$ cat config.mk
export PLATFORM = sky130hd
export DESIGN_NAME = enq_xmit_ctrl
export DESIGN_NICKNAME = d
export VERILOG_FILES = /design/src/rtl/enq_xmit_pkg.sv /design/src/rtl/enq_char_match.sv /design/src/rtl/enq_mark_finder.sv /design/src/rtl/enq_hdr_gen.sv /design/src/rtl/enq_xmit_ctrl.sv
export SDC_FILE = /design/constraint.sdc
export NUM_CORES = 1
export LEC_CHECK = 0
export BUFFER_PORTS_ARGS = -buffer_cell sky130_fd_sc_hd__buf_2
export CORE_MARGIN = 2
export CORE_UTILIZATION = 49
export CTS_BUF_LIST = sky130_fd_sc_hd__clkbuf_4 sky130_fd_sc_hd__clkbuf_8 sky130_fd_sc_hd__clkbuf_16
export CTS_CLUSTER_DIAMETER = 120
export CTS_CLUSTER_SIZE = 25
export DETAILED_ROUTE_END_ITERATION = 10
export PLACE_DENSITY = 0.95
export REMOVE_ABC_BUFFERS = 1
export SETUP_SLACK_MARGIN = 0.4
export SYNTH_ARGS = -nofsm -noshare
export SYNTH_HDL_FRONTEND = slang
export SYNTH_SLANG_ARGS = --single-unit
$ cat constraint.sdc
create_clock -name clk -period 4.8 [get_ports clk]
set_input_delay 0.72 -clock clk [delete_from_list [all_inputs] [get_ports clk]]
set_output_delay 0.72 -clock clk [all_outputs]
set_load 0.005 [all_outputs]
$ cat src/rtl/enq_xmit_pkg.sv
package enq_xmit_pkg;
    localparam int CHAR_W = 7;
    typedef logic [CHAR_W-1:0] char_t;

    localparam char_t C_STX = 7'h02;
    localparam char_t C_ETX = 7'h03;
    localparam char_t C_ENQ = 7'h05;

    typedef enum logic [2:0] {
        ST_IDLE,
        ST_WAIT_END,
        ST_LOAD_HDR,
        ST_SCAN,
        ST_XMIT,
        ST_DONE
    } state_e;
endpackage

$ cat src/rtl/enq_char_match.sv
module enq_char_match
    import enq_xmit_pkg::*;
#(
    parameter char_t CODE = C_ETX
) (
    input  logic  valid,
    input  char_t ch,
    output logic  hit
);
    assign hit = valid && (ch == CODE);
endmodule

$ cat src/rtl/enq_mark_finder.sv
module enq_mark_finder #(
    parameter int COLS  = 80,
    parameter int ROW_W = 5,
    parameter int COL_W = 7
) (
    input  logic             enable,
    input  logic             mark_seen,
    input  logic [ROW_W-1:0] scan_row,
    input  logic [COL_W-1:0] scan_col,
    input  logic [ROW_W-1:0] cur_row,
    input  logic [COL_W-1:0] cur_col,
    output logic             hit
);
    localparam logic [COL_W:0] COL_LIMIT = (COL_W+1)'(COLS);

    logic same_row;
    logic at_or_after;
    logic in_line;

    always_comb begin
        same_row    = (scan_row == cur_row);
        at_or_after = (scan_col >= cur_col);
        in_line     = ({1'b0, scan_col} < COL_LIMIT);
        hit         = enable && mark_seen && same_row && at_or_after && in_line;
    end
endmodule

$ cat src/rtl/enq_hdr_gen.sv
module enq_hdr_gen
    import enq_xmit_pkg::*;
(
    input  logic  load,
    input  char_t dev_addr,
    output char_t byte0,
    output char_t byte1,
    output char_t byte2
);
    always_comb begin
        byte0 = load ? C_STX    : '0;
        byte1 = load ? dev_addr : '0;
        byte2 = load ? C_ETX    : '0;
    end
endmodule

$ cat src/rtl/enq_xmit_ctrl.sv
module enq_xmit_ctrl
    import enq_xmit_pkg::*;
#(
    parameter int ROWS = 24,
    parameter int COLS = 80,
    localparam int ROW_W = $clog2(ROWS),
    localparam int COL_W = $clog2(COLS)
) (
    input  logic             clk,
    input  logic             rst,
    input  logic             rx_valid,
    input  logic [6:0]       rx_char,
    input  logic             xmit_key,
    input  logic [6:0]       dev_addr,
    input  logic             scan_valid,
    input  logic [6:0]       scan_char,
    input  logic [ROW_W-1:0] scan_row,
    input  logic [COL_W-1:0] scan_col,
    input  logic             frame_pulse,
    input  logic [ROW_W-1:0] cur_row,
    input  logic [COL_W-1:0] cur_col,
    input  logic             repos_hold,
    output logic             req_pending,
    output logic             rx_disable,
    output logic             init_pulse,
    output logic             hdr_load,
    output logic [6:0]       hdr_byte0,
    output logic [6:0]       hdr_byte1,
    output logic [6:0]       hdr_byte2,
    output logic             hdr_ready,
    output logic             xmit_start,
    output logic [ROW_W-1:0] xmit_row,
    output logic [COL_W-1:0] xmit_first_col,
    output logic [COL_W-1:0] xmit_last_col,
    output logic             step_busy,
    output logic             line_busy
);
    typedef struct packed {
        state_e           st;
        logic             req;
        logic             rxdis;
        logic             hrdy;
        logic             step;
        logic             line;
        logic             wind_ph;
        logic [ROW_W-1:0] row;
        logic [COL_W-1:0] first;
        logic [COL_W-1:0] last;
    } ctl_t;

    localparam ctl_t CTL_RST = '{st: ST_IDLE, default: '0};

    ctl_t ctl_d, ctl_q;

    logic rx_enq, rx_etx, scan_etx, mark_hit, scan_en;

    enq_char_match #(.CODE(C_ENQ)) u_rx_enq (
        .valid(rx_valid), .ch(rx_char), .hit(rx_enq)
    );
    enq_char_match #(.CODE(C_ETX)) u_rx_etx (
        .valid(rx_valid), .ch(rx_char), .hit(rx_etx)
    );
    enq_char_match #(.CODE(C_ETX)) u_scan_etx (
        .valid(scan_valid), .ch(scan_char), .hit(scan_etx)
    );

    assign scan_en = (ctl_q.st == ST_SCAN) && ctl_q.req && ctl_q.hrdy;

    enq_mark_finder #(.COLS(COLS), .ROW_W(ROW_W), .COL_W(COL_W)) u_finder (
        .enable   (scan_en),
        .mark_seen(scan_etx),
        .scan_row (scan_row),
        .scan_col (scan_col),
        .cur_row  (cur_row),
        .cur_col  (cur_col),
        .hit      (mark_hit)
    );

    always_comb begin
        ctl_d = ctl_q;
        case (ctl_q.st)
            ST_IDLE: begin
                if (xmit_key || rx_enq) begin
                    ctl_d.st   = ST_WAIT_END;
                    ctl_d.req  = 1'b1;
                    ctl_d.step = 1'b1;
                    ctl_d.line = 1'b1;
                end
            end
            ST_WAIT_END: begin
                if (rx_etx) begin
                    ctl_d.st    = ST_LOAD_HDR;
                    ctl_d.rxdis = 1'b1;
                end
            end
            ST_LOAD_HDR: begin
                ctl_d.st   = ST_SCAN;
                ctl_d.hrdy = 1'b1;
            end
            ST_SCAN: begin
                if (mark_hit) begin
                    ctl_d.st    = ST_XMIT;
                    ctl_d.row   = cur_row;
                    ctl_d.first = cur_col;
                    ctl_d.last  = scan_col;
                end else if (frame_pulse && !repos_hold) begin
                    ctl_d.st    = ST_IDLE;
                    ctl_d.req   = 1'b0;
                    ctl_d.hrdy  = 1'b0;
                    ctl_d.rxdis = 1'b0;
                    ctl_d.step  = 1'b0;
                    ctl_d.line  = 1'b0;
                end
            end
            ST_XMIT: begin
                ctl_d.st      = ST_DONE;
                ctl_d.req     = 1'b0;
                ctl_d.hrdy    = 1'b0;
                ctl_d.wind_ph = 1'b0;
            end
            ST_DONE: begin
                if (!ctl_q.wind_ph) begin
                    ctl_d.step    = 1'b0;
                    ctl_d.wind_ph = 1'b1;
                end else begin
                    ctl_d.line    = 1'b0;
                    ctl_d.rxdis   = 1'b0;
                    ctl_d.wind_ph = 1'b0;
                    ctl_d.st      = ST_IDLE;
                end
            end
            default: ctl_d = CTL_RST;
        endcase
    end

    always_ff @(posedge clk) begin
        if (rst) ctl_q <= CTL_RST;
        else     ctl_q <= ctl_d;
    end

    assign req_pending    = ctl_q.req;
    assign rx_disable     = ctl_q.rxdis;
    assign hdr_ready      = ctl_q.hrdy;
    assign step_busy      = ctl_q.step;
    assign line_busy      = ctl_q.line;
    assign init_pulse     = (ctl_q.st == ST_LOAD_HDR);
    assign hdr_load       = init_pulse;
    assign xmit_start     = (ctl_q.st == ST_XMIT);
    assign xmit_row       = ctl_q.row;
    assign xmit_first_col = ctl_q.first;
    assign xmit_last_col  = ctl_q.last;

    enq_hdr_gen u_hdr (
        .load    (hdr_load),
        .dev_addr(dev_addr),
        .byte0   (hdr_byte0),
        .byte1   (hdr_byte1),
        .byte2   (hdr_byte2)
    );
endmodule

==> results of run 1 <==
==> flip-flops by register name, summed over array words and instances (netlist names) <==
register        count
xmit_first_col      7
step_busy           1
xmit_last_col       7
xmit_row            5
hdr_ready           1
ctl_q               4
line_busy           1
req_pending         1
rx_disable          1
==> synth_stat cells, types with 2 or more instances <==
cell       n  area share [%]
nand2_1   42             8.2
buf_4     34              13
dfxtp_1   28              29
mux2i_1   20              10
inv_1     11             2.1
a21oi_1   10             2.6
and2_1     7             2.3
ha_1       7             4.5
nand4_1    7             2.3
nor2_1     5            0.97
nor2b_1    5             1.6
xnor2_1    5             2.3
a311oi_1   4             1.8
clkbuf_1   4            0.78
a31oi_1    3            0.97
buf_2      3            0.78
nor3_1     3            0.78
a21o_1     2            0.78
and3_1     2            0.65
buf_6      2             1.2
nand2b_1   2            0.65
nand3b_1   2            0.78
nor3b_1    2            0.78
nor4b_2    2             1.6
o211a_1    2             1.0
o21a_1     2            0.78
o21ai_1    2            0.52
==> final cells by class <==
| class | count | area, um^2 | share of cell area [%] |
|---|---|---|---|
| inverters | 11 | 41.3 | 1.86 |
| flip-flops and latches | 28 | 561 | 25.2 |
| repair buffers | 89 | 448 | 20.1 |
| multi-input cells | 160 | 1060 | 47.6 |
| well taps | 48 | 60.1 | 2.70 |
| clock buffers | 4 | 55.1 | 2.47 |
==> power breakdown <==
part           internal, uW  switching, uW  leakage (uW)
combinational          52.1           56.7      0.000944
clock                  73.4           72.3     0.0000288
sequential              239           10.0      0.000227
==> worst max-delay path by stage <==
| stage | slack (ps) | from | endpoint | cells past startpoint |
|---|---|---|---|---|
| 2_1_floorplan | 2510 | ctl_q[26] | hdr_byte1[0] | 3 |
| 3_3_place_gp | 2270 | cur_col[6] | step_busy | 8 |
| 3_5_place_dp | 2190 | cur_col[6] | req_pending | 8 |
| 4_1_cts | 2200 | ctl_q[26] | hdr_byte1[6] | 4 |
| 5_1_grt | 1970 | ctl_q[26] | hdr_byte1[5] | 4 |
| 6_report | 2180 | ctl_q[26] | hdr_byte1[2] | 4 |
==> through the flow <==
step                total power (uW)  std cells  util [%]
global placement                 358        336      58.4
floorplan                        310        199         -
CTS                              505        340      59.9
global route                     530        340      59.9
detailed placement               362        336      58.4
finish                           504        340      59.9
==> tightest hold or removal path: stages (launching register included) <==
cell	delay (ps)
dfxtp_1	320
nand2_1	50
mux2i_1	60
==> cells by family (layout without fill, tap and decap cells) <==
| family | count (synthesis) | count (layout) | share of synthesized area [%] |
|---|---|---|---|
| other | 1 | 11 | 0.194 |
| AO/OA/AOI/OAI | 31 | 31 | 10.9 |
| AND/OR/NAND/NOR | 85 | 85 | 24.0 |
| XOR/XNOR | 5 | 5 | 2.27 |
| adder cells (fa/ha/maj) | 7 | 7 | 4.53 |
| buffers and inverters | 54 | 104 | 18.1 |
| flip-flops | 28 | 28 | 29.0 |
| multiplexers | 21 | 21 | 10.9 |
==> metal layers <==
layer  vias to the layer above  global-route usage, %
met5                         -                      0
met4                         0                   3.06
met3                         4                   3.72
met2                        63                   34.0
met1                       805                   23.7
li1                        870                      -
==> cells in the final DEF, fill, tap and decap left out, drive strengths merged <==
cell type and instances:
nor2 5, mux2i 20, nor3 4, dfxtp 28, clkbuf 4, ha 7, o21ai 3, a41oi 1
buf 89, xnor2 5, nor4b 2, nor2b 5, inv 11, nand3b 2, and2 7, and3 2
nand2 42, o31a 1, nand4 8, o31ai 1, o211a 2, nand3 1, a21oi 11, a21o 2
conb 11, nand2b 2, and3b 1, a31oi 3, o21a 2, mux2 1, a311oi 4, or3 2
nor3b 2, a2bb2oi 1
==> flow_summary.yaml, run 1 <==
detailed_routing:
  drt_first_pass_iters: 4
  vias: 1742
  wl_met3_um: 263
  wl_per_cell_um: 12.5
  drc: 0
  route.met2.wl_um: 2170
  via_per_inst: 5.12
  topRoutingLayerUsed: "met4"
  ant_nets: 0
  wl_um: 4240
  wl_met1_um: 1770
  drt-initial-drc-count: 88
sta:
  fin_skew_ps: 7.86
  fmax_mhz: 381
  maxSlewHeadroom_pct: 41.6
  fin_crit_sh_pct: 54.6
  finalCriticalPeriod_ps: 2620
  layout_setup_ws_ps: 2180
  setup_violations: 0
  finalMaxSlewViolations: 0
  hold_slack_ps: 463
  finalHoldViolCount: 0
  worst_pin_slew_ps: 876
  rsz0062_at_grt: "false"
  finalSetupTns_ps: 0
grt:
  antenna_found_initial: 0
  track_usage_pct: 19.0
  first_global_vias: 1502
  grt_pass1_wl_um: 6590
  grt_max_degree: 24
  globalRoute.totalOverflow: 0
worst_hold_path:
  hold_depth: 2
  hold_path_end: "xmit_last_col[2]"
  hp-class: "register to register"
  worstHoldStart: "xmit_last_col[2]"
worst_setup_path:
  path_buf_inv: 2
  arrival_ps: 1900
  cp_slowest_cell: "nor3_1"
  critPathTopFamily: "simple AND/OR/NAND/NOR gates"
  worst-path-max-fanout: 12
  crit_path_end_kind: "output port"
  ff2ff_path_depth: 5
  crit_chain: "inv_1, nor3_1, and2_1, buf_2"
  timing.rr.start: "ctl_q[25]"
  crit_required_ps: 4080
  cp_slowest_stage_delay_ps: 630
  critPathKind: "register to output port"
  rr_endpoint: "req_pending"
  critPathLaunchType: "register"
  ff2ff_setup_slack_ps: 2760
clock_network:
  clk_latency_ps: 270
  clk_pin_slew_ps: 100
  clockRootBuffer: "clkbuf_8"
  clock-sinks: 28
  cts.repair.resized: 0
  cts_made_buffers: 3
  cts_hold_buf: 0
  cts_tree: "done"
  h-tree-depth: 1
  clockBufferDepth: 2
  cts_setup_buffers: 0
power_and_ir_drop:
  p_leak_uw: 0.00120
  power_density_nw_per_um2: 226
  ir_drop_uv: 189
finish:
  fin_area_um2: 2220
  n_antenna_cell: 0
  drive_above_1_share_pct: 34.2
  nets: 352
  fill_cells: 344
  syn_to_final_growth_pct: 15.2
synthesis:
  seq_area_frac_synth_pct: 29.0
  syn-cell-area_um2: 1930
  async_flop_share_pct: 0
  ys_ff_latch: 28
  synth_cells: 232
  synth_ff_type: "dfxtp_1"
  syn_area_per_cell_um2: 8.33
  synth_edf_count: 0
  ys_types: 41
  yosys_warnings: 0
die:
  die_y_um: 66.8
  die_x_um: 66.8
  initial_utilization_pct: 52.0
  design.core.area_um2: 3720
  io_pins: 100
  die_area_um2: 4460
  rows: 22
run_status:
  status: "finished, final reports clean"
flow_run:
  maxCapViolCount: 0
place:
  gp_congestion: 0.888
  dp_hpwl_um: 3410
  port-buffer-count: 88
  placed_area_um2: 2170
  pre_cts_ws_ps: 2190
No activity file was read; power rests on OpenSTA's default activity.
==> inputs of run 2 (changes only) <==
--- a/config.mk
+++ b/config.mk
@@ -7,12 +7,12 @@
 export LEC_CHECK = 0
 export BUFFER_PORTS_ARGS = -buffer_cell sky130_fd_sc_hd__buf_2
 export CORE_MARGIN = 2
-export CORE_UTILIZATION = 49
+export CORE_UTILIZATION = 41
 export CTS_BUF_LIST = sky130_fd_sc_hd__clkbuf_4 sky130_fd_sc_hd__clkbuf_8 sky130_fd_sc_hd__clkbuf_16
 export CTS_CLUSTER_DIAMETER = 120
 export CTS_CLUSTER_SIZE = 25
 export DETAILED_ROUTE_END_ITERATION = 10
-export PLACE_DENSITY = 0.95
+export PLACE_DENSITY = 0.86
 export REMOVE_ABC_BUFFERS = 1
 export SETUP_SLACK_MARGIN = 0.4
 export SYNTH_ARGS = -nofsm -noshare
==> constraint.sdc (replaced) <==
create_clock -name clk -period 2.1 [get_ports clk]
set_input_delay 0.315 -clock clk [delete_from_list [all_inputs] [get_ports clk]]
set_output_delay 0.315 -clock clk [all_outputs]
set_load 0.005 [all_outputs]
==> flow_summary.yaml, run 2 (synthesized netlist as in run 1, its figures left out) <==
run_status:
  status: "finished, final reports clean"
grt:
  antenna_found_initial: 0
  globalRoute.totalOverflow: 0
  grt_pass1_wl_um: 6880
  track_usage_pct: 16.3
  first_global_vias: 1622
  grt_max_degree: 20
finish:
  utilization_pct: 57.4
  syn_to_final_growth_pct: 32.1
  fin_cells: 365
  final_common_cell: "buf_2"
  n_antenna_cell: 0
  fill_cells: 388
  regArea_um2: 566
  drive_above_1_share_pct: 43.8
  nets: 373
  multi_input_area_um2: 1100
  final_cell_mix: "buf_2, nand2_1, dfxtp_1, mux2i_1, buf_4"
detailed_routing:
  wl_um: 4850
  drt-initial-drc-count: 85
  vias: 1821
  wl_per_cell_um: 13.3
  drt_first_pass_iters: 4
  via_per_inst: 4.99
  drc: 0
  ant_nets: 0
place:
  gp_congestion: 0.847
  dpl.cell_count: 347
  port-buffer-count: 88
  pre_cts_ws_ps: 124
  dp_hpwl_um: 3550
die:
  die_y_um: 72.6
  io_pins: 100
  initial_utilization_pct: 43.5
  die_area_um2: 5280
  design.core.area_um2: 4440
  die_x_um: 72.6
  rows: 24
worst_setup_path:
  path_buf_inv: 3
  critPathMostFrequentCell: "buf_6"
  worst-path-max-fanout: 6
  critPathTopFamily: "buffers and inverters"
  crit_required_ps: 1780
  critPathLaunchType: "register"
  cp_slowest_cell: "dfxtp_2"
  critPathKind: "register to output port"
  crit_path_end_kind: "output port"
  cp_slowest_stage_delay_ps: 340
  crit_chain: "buf_8, nor3_4, buf_6, and2_4, buf_6"
  arrival_ps: 1350
sta:
  fmax_mhz: 602
  fin_crit_sh_pct: 79.2
  finalMaxSlewViolations: 0
  finalHoldViolCount: 0
  rsz0062_at_grt: "true"
  fin_skew_ps: 2.33
  setup_violations: 0
  finalCriticalPeriod_ps: 1660
  layout_setup_ws_ps: 438
  finalSetupTns_ps: 0
power_and_ir_drop:
  power_frac_clock_pct: 27.1
  combPwrFrac_pct: 28.1
  power_density_nw_per_um2: 491
  seqPwrFrac_pct: 44.8
  ir_drop_uv: 316
  switching_share_pct: 28.0
  power.internal_uw: 902
  power.switching_uw: 351
  power_uw: 1250
  p_leak_uw: 0.00136
clock_network:
  cts_made_buffers: 3
  cts_hold_buf: 0
  clockRootBuffer: "clkbuf_8"
  clk_pin_slew_ps: 100
  cts_tree: "done"
  clockBufferDepth: 2
  h-tree-depth: 1
  clock-sinks: 28
  clk_latency_ps: 280
flow_run:
  maxCapViolCount: 0
worst_hold_path:
  hp-class: "primary input to register"
==> run 2: cell count changes in the layout (fill, tap and decap cells not counted), sizes merged <==
cell	previous run	this run
buf	89	108
clkbuf	4	6
==> run 2: final cells by class <==
type,count,share of cell area (%)
Tap cell,52,2.55
Sequential cell,28,22.2
Timing Repair Buffer,110,28.3
Multi-Input combinational cell,160,43.1
Inverter,11,1.72
Clock buffer,4,2.16
==> run 2: path summary, 6_finish.rpt <==
kind | startpoint | endpoint | slack (ps) | cells past startpoint
worst min register to register | xmit_first_col[1] | xmit_first_col[1] | 460 | 2
worst max-delay path | ctl_q[25] | hdr_byte1[0] | 440 | 5
worst min-delay path | scan_col[0] | xmit_last_col[0] | 280 | 3
worst max register to register | req_pending | xmit_first_col[0] | 440 | 6
==> run 2: worst register-to-register path, stage by stage, from the launching register on <==
cell and delay, ps:
dfxtp_2 360, nand4_1 90, or3_4 370, nor3_4 150, nand4_4 220, clkbuf_16 260, mux2i_1 120
==> run 2: per-layer routing <==
| layer | global-route usage (%) | vias up | wire length, um |
|---|---|---|---|
| met4 | 6.38 | 0 | 71 |
| met5 | 0 | - | 0 |
| met2 | 28.9 | 78 | 2430 |
| met1 | 19.5 | 825 | 2030 |
| li1 | - | 911 | - |
| met3 | 2.62 | 7 | 318 |
==> run 2: power by group through the flow <==
stage,Clock [uW],Sequential (uW),Combinational [uW]
after CTS,346,559,292
after detailed placement,0,570,273
after global placement,0,569,266
after floorplan,0,578,132
after global routing,361,562,384
final,340,561,352
==> run 2: timing repair <==
action	CTS	global route
pin swaps	1	10
setup endpoints to repair	17	30
gates cloned	1	3
buffers inserted	2	8
resized for setup	8	24
==> run 2: stage by stage <==
| stage | area (um^2) | hold slack, ps |
|---|---|---|
| final | 2550 | 280 |
| after global routing | 2550 | 281 |
| after CTS | 2340 | 278 |
| after detailed placement | 2240 | 450 |
| after global placement | 2240 | 441 |
| after floorplan | 1660 | 384 |
